[src/rtl/serdac_pkg.sv]
// Shared constants and types for the serial DAC input register.
// Assumes: the serial word is always 16 bits, whatever the code resolution.
package serdac_pkg;
    localparam int WORD_BITS = 16;

    // Synchronised view of one asynchronous pin.
    typedef struct packed {
        logic level;
        logic rise;
        logic fall;
    } pin_view_t;
endpackage

[src/rtl/serdac_sync.sv]
// Multi-flop synchroniser followed by an edge detector for one pin.
// Assumes: the pin is stable for more than one clk period between changes.
// The reset value matches the pin's idle level, so release of reset creates no edge.
module serdac_sync #(
    parameter int   STAGES  = 2,
    parameter logic IDLE    = 1'b0
) (
    input  logic                   clk,
    input  logic                   rst_n,
    input  logic                   pin,
    output serdac_pkg::pin_view_t  view
);
    localparam int CHAIN = STAGES + 1;

    logic [CHAIN-1:0] chain_q;

    // Shift the raw pin through the synchroniser and the edge-history stage.
    genvar g;
    generate
        for (g = 0; g < CHAIN; g++) begin : g_stage
            if (g == 0) begin : g_first
                always_ff @(posedge clk) begin
                    if (!rst_n) chain_q[0] <= IDLE;
                    else        chain_q[0] <= pin;
                end
            end else begin : g_next
                always_ff @(posedge clk) begin
                    if (!rst_n) chain_q[g] <= IDLE;
                    else        chain_q[g] <= chain_q[g-1];
                end
            end
        end
    endgenerate

    // Expose the synchronised level and its single-cycle edges.
    always_comb begin
        view.level = chain_q[STAGES-1];
        view.rise  = chain_q[STAGES-1] & ~chain_q[STAGES];
        view.fall  = ~chain_q[STAGES-1] & chain_q[STAGES];
    end
endmodule

[src/rtl/serdac_shifter.sv]
// Serial shift register with a saturating bit counter.
// Shifts MSB first on each serial clock rise while the frame is selected.
// The counter restarts at each frame start and saturates at the word width.
module serdac_shifter #(
    parameter int WORD_BITS = serdac_pkg::WORD_BITS
) (
    input  logic                 clk,
    input  logic                 rst_n,
    input  logic                 sel_level,
    input  logic                 sel_fall,
    input  logic                 sck_rise,
    input  logic                 sdi_level,
    output logic [WORD_BITS-1:0] word,
    output logic                 full
);
    localparam int CNT_W = $clog2(WORD_BITS + 1);
    localparam logic [CNT_W-1:0] CNT_MAX = CNT_W'(WORD_BITS);

    logic [WORD_BITS-1:0] shreg_q;
    logic [CNT_W-1:0]     cnt_q;
    logic                 shift_en;

    // A bit is taken only on a clock rise inside a selected frame.
    assign shift_en = sck_rise & ~sel_level & ~sel_fall;

    // Hold the received bits; the oldest bits fall off the top.
    always_ff @(posedge clk) begin
        if (!rst_n)        shreg_q <= '0;
        else if (shift_en) shreg_q <= {shreg_q[WORD_BITS-2:0], sdi_level};
    end

    // Count the clock rises of the current frame, stopping at the word width.
    always_ff @(posedge clk) begin
        if (!rst_n)                           cnt_q <= '0;
        else if (sel_fall)                    cnt_q <= '0;
        else if (shift_en && cnt_q != CNT_MAX) cnt_q <= cnt_q + 1'b1;
    end

    assign word = shreg_q;
    assign full = (cnt_q == CNT_MAX);
endmodule

[src/rtl/serdac_latch.sv]
// DAC code latch with update strobe and sticky short-frame flag.
// Assumes: frame_end is a one-cycle pulse; frame_ok is valid in that cycle.
// Keeps the upper RES_BITS of the received word.
module serdac_latch #(
    parameter int WORD_BITS = serdac_pkg::WORD_BITS,
    parameter int RES_BITS  = 16
) (
    input  logic                 clk,
    input  logic                 rst_n,
    input  logic                 frame_end,
    input  logic                 frame_ok,
    input  logic [WORD_BITS-1:0] word,
    output logic [RES_BITS-1:0]  code,
    output logic                 strobe,
    output logic                 err
);
    localparam int LSB = WORD_BITS - RES_BITS;

    logic [RES_BITS-1:0] code_q;
    logic                strobe_q;
    logic                err_q;
    logic                load;

    assign load = frame_end & frame_ok;

    // Capture the left-justified code when a complete frame ends.
    always_ff @(posedge clk) begin
        if (!rst_n)    code_q <= '0;
        else if (load) code_q <= word[WORD_BITS-1:LSB];
    end

    // Pulse once per load.
    always_ff @(posedge clk) begin
        if (!rst_n) strobe_q <= 1'b0;
        else        strobe_q <= load;
    end

    // Set on a short frame, clear on the next complete one.
    always_ff @(posedge clk) begin
        if (!rst_n)         err_q <= 1'b0;
        else if (frame_end) err_q <= ~frame_ok;
    end

    assign code   = code_q;
    assign strobe = strobe_q;
    assign err    = err_q;
endmodule

[src/rtl/serdac_front.sv]
// Top of the serial DAC input register.
// Synchronises the three serial pins, shifts the frame and loads the latch
// when the frame select rises. Assumes clk is several times faster than the
// serial clock, and that sdi_in is stable around each serial clock rise.
module serdac_front #(
    parameter int RES_BITS    = 16,
    parameter int SYNC_STAGES = 2
) (
    input  logic                clk,
    input  logic                rst_n,
    input  logic                sel_n_in,
    input  logic                sck_in,
    input  logic                sdi_in,
    output logic [RES_BITS-1:0] code_out,
    output logic                update_pulse,
    output logic                short_err
);
    import serdac_pkg::*;

    pin_view_t            sel_v;
    pin_view_t            sck_v;
    pin_view_t            sdi_v;
    logic [WORD_BITS-1:0] word;
    logic                 full;

    serdac_sync #(.STAGES(SYNC_STAGES), .IDLE(1'b1)) u_sync_sel (
        .clk(clk), .rst_n(rst_n), .pin(sel_n_in), .view(sel_v)
    );
    serdac_sync #(.STAGES(SYNC_STAGES), .IDLE(1'b0)) u_sync_sck (
        .clk(clk), .rst_n(rst_n), .pin(sck_in), .view(sck_v)
    );
    serdac_sync #(.STAGES(SYNC_STAGES), .IDLE(1'b0)) u_sync_sdi (
        .clk(clk), .rst_n(rst_n), .pin(sdi_in), .view(sdi_v)
    );

    serdac_shifter #(.WORD_BITS(WORD_BITS)) u_shift (
        .clk       (clk),
        .rst_n     (rst_n),
        .sel_level (sel_v.level),
        .sel_fall  (sel_v.fall),
        .sck_rise  (sck_v.rise),
        .sdi_level (sdi_v.level),
        .word      (word),
        .full      (full)
    );

    serdac_latch #(.WORD_BITS(WORD_BITS), .RES_BITS(RES_BITS)) u_latch (
        .clk       (clk),
        .rst_n     (rst_n),
        .frame_end (sel_v.rise),
        .frame_ok  (full),
        .word      (word),
        .code      (code_out),
        .strobe    (update_pulse),
        .err       (short_err)
    );
endmodule

[config.mk]
export PLATFORM = sky130hd
export DESIGN_NAME = serdac_front
export DESIGN_NICKNAME = d
export VERILOG_FILES = /design/src/rtl/serdac_pkg.sv /design/src/rtl/serdac_sync.sv /design/src/rtl/serdac_shifter.sv /design/src/rtl/serdac_latch.sv /design/src/rtl/serdac_front.sv
export SDC_FILE = /design/constraint.sdc
export NUM_CORES = 1
export LEC_CHECK = 0
export BUFFER_PORTS_ARGS = -buffer_cell sky130_fd_sc_hd__buf_2
export CAP_MARGIN = 10
export CORE_AREA = 5 5 83 85
export CTS_CLUSTER_SIZE = 20
export DETAILED_ROUTE_END_ITERATION = 6
export DIE_AREA = 0 0 88 90
export PLACE_DENSITY = 0.54
export SLEW_MARGIN = 5
export SYNTH_ARGS = -nofsm -noshare
export SYNTH_HDL_FRONTEND = slang
export SYNTH_SLANG_ARGS = --single-unit
[constraint.sdc]
create_clock -name clk -period 1.7 [get_ports clk]
set_input_delay 0.085 -clock clk [delete_from_list [all_inputs] [get_ports clk]]
set_output_delay 0.085 -clock clk [all_outputs]
set_load 0.05 [all_outputs]
==> reports/metrics.csv <==
metric;value;unit
status;complete, no violations;
core box area;0.00613;mm²
Peak VDD IR;0.399;mV
Rel. slew slack;0.599;
Post-CTS Hold Buffers;3;
Setup Buffers After CTS;0;
Total Power;1.82;mW
row count;29;
Final min period;1.60;ns
Final Setup Violations;0;
antenna violations before repair;0;
Worst R2R End;u_shift.cnt_q[2];
top-count cell post-synth;nand2_1;
worst-path fanout max;6;
First-pass DRT Iterations;3;
htree depth;2;
Worst-Margin Slew;0.595;ns
drc violations;0;
TNS Setup;0;ns
clock root buffer;clkbuf_8;
Die Ht;90;µm
CTS max path bufs;2;
Worst Hold End;u_sync_sel.view[2];
Fmax;624;MHz
register area share after synthesis;0.531;
Port Buf Inserts;22;
WL/cell;10.7;µm
HP Class;input pin to flip-flop;
Worst Min Path Start;rst_n;
Post-Syn Area per Cell;9.04;µm²
CTS tree;done;
crit start category;flip-flop;
vias;1316;
cell taking the most area after synthesis;dfxtp_1;
Tcrit/Tclk final;0.943;
Area growth syn-to-layout;19.5;%
Post-CTS Resized;0;
arrival time at the worst endpoint;1.83;ns
Reg2Reg Depth;3;
Clock Skew;0.00997;ns
largest net degree at the start of global routing;43;
post-synth top area share;0.531;
Fin. Hold Viols;0;
Post-synth top cells;nand2_1, dfxtp_1, a21boi_0, mux2i_1, clkbuf_1;
crit-path cells;or4b_1 -> or4_1 -> a21oi_1;
initial core utilization;0.289;
placed wire-length estimate;2170;µm
die width;88;µm
Avg Vias per Cell;4.36;
GR Overflow Total;0;
CTS Buf Count;5;
DIE AREA;0.00792;mm²
prevailing post-synth register cell;dfxtp_1;
slowest CP cell;or4b_1;
vias in the first global route;1252;
Final Max Tran Viols;0;
clk_lat worst skew;0.30;ns
top cells by area, synth;dfxtp_1, nand2_1, mux2i_1, a21boi_0, and2_1;
Critical Path RT;1.92;ns
Inst Count DP;291;
syn_nets;203;
fillers;645;
drt total wl;3250;µm
Synth Register Bits;47;
post-synthesis cell area;0.00177;mm²
first-pass GRT wire length;5640;µm
PD cells;858;mW/mm²
I/O pin total;23;
static leakage;0.762;nW
Post-synth EDFFs;0;
GRT Util Overall;0.0886;
ANT nets after route;0;
starting DRC count in detailed routing;61;
Sink Count;47;
worst hold path depth;2;
Ys Warns;0;
r2r setup slk;0.1;ns
Max stage delay on crit path;0.60;ns
RSZ-0062 raised after global routing;false;
ys async rst share;0;
worst r2r src;u_sync_sel.chain_q[2];
max_cap viols;0;
Synth Instances;196;
routability congestion estimate from global placement;0.717;
clock slew at reported path FFs;0.08;ns
Final Util;0.345;
Yosys cell types;22;
final hold slack;0.129;ns
fin cells;302;
share of layout cells above drive strength 1;0.173;
Antenna Cells;0;
NumNets Final;231;
Worst Setup Path Type;flip-flop to flip-flop;
nature of the critical path endpoint;flip-flop;
routing by layer:
metal	wire, µm	share of wire	vias up	GRT usage
met5	0	0	-	0
met4	77	0.024	0	0.0460
met3	141	0.043	6	0.0283
met2	1460	0.45	18	0.136
met1	1560	0.48	599	0.109
li1	-	-	693	-
stage by stage:
step / instance area [µm²] / worst slack (ns)
finish: 2120 / 0.0963
floorplan: 1770 / 0.0855
global route: 2120 / 0.0305
global placement: 2000 / 0.143
CTS: 2120 / 0.0801
detailed placement: 2000 / 0.113
state kept, by name, summed over array words and instances (netlist names):
signal and flops:
u_latch.code 16, u_shift.word 16, u_shift.cnt_q 5, u_sync_sck.chain_q 2
u_sync_sel.chain_q 2, u_latch.err 1, u_latch.strobe 1, u_sync_sck.view 1
u_sync_sdi.chain_q 1, u_sync_sdi.view 1, u_sync_sel.view 1
layout by cell type (no fill, tap or decap), types with 2 or more instances in the layout:
cell / count
a21boi_0: 16
a21oi_1: 5
and2_1: 6
buf_2: 22
buf_4: 7
clkbuf_8: 5
dfxtp_1: 47
dlygate4sd3_1: 3
ha_1: 2
inv_1: 4
mux2i_1: 16
nand2_1: 64
nand2b_1: 3
nand3_1: 4
o21ai_0: 7
or3_1: 2
report_power, final:
group	internal [mW]	switching (mW)	total (mW)
Combinational	0.0251	0.0304	0.0555
Sequential	1.11	0.00271	1.11
Clock	0.288	0.363	0.651
cells by family (layout without fill, tap and decap cells):
family	count (synthesis)	count (layout)	synth area share
flip-flops	47	47	0.531
buffers and inverters	16	45	0.0360
AND/OR/NAND/NOR	87	87	0.227
AO/OA/AOI/OAI	28	28	0.102
multiplexers	16	16	0.0904
adder cells (fa/ha/maj)	2	2	0.0141
cell type report:
cell class / instances / area, µm² / share of cell area
flip-flops and latches: 47 / 941 / 0.444
multi-input cells: 133 / 767 / 0.362
repair buffers: 33 / 213 / 0.100
well taps: 77 / 96.3 / 0.0455
clock buffers: 6 / 72.6 / 0.0343
inverters: 4 / 15.0 / 0.00709
clock inverters: 2 / 12.5 / 0.00591
how the worst max path moves through the flow:
stage	from	end	depth (start not counted)
after floorplan	u_shift.cnt_q[0]	u_latch.code[10]	7
after global placement	u_sync_sel.chain_q[2]	u_shift.cnt_q[2]	3
after detailed placement	u_sync_sel.chain_q[2]	u_shift.cnt_q[2]	3
after CTS	u_sync_sel.chain_q[2]	u_shift.cnt_q[2]	3
after global routing	u_shift.cnt_q[0]	u_latch.code[11]	6
final	u_sync_sel.chain_q[2]	u_shift.cnt_q[2]	3
critical path: cells and delay by family (launching register included):
kind	cells	cell delay, ns
simple gates	2	1.09
flops	1	0.31
compound gates	1	0.13
No activity file was read; power rests on OpenSTA's default activity.
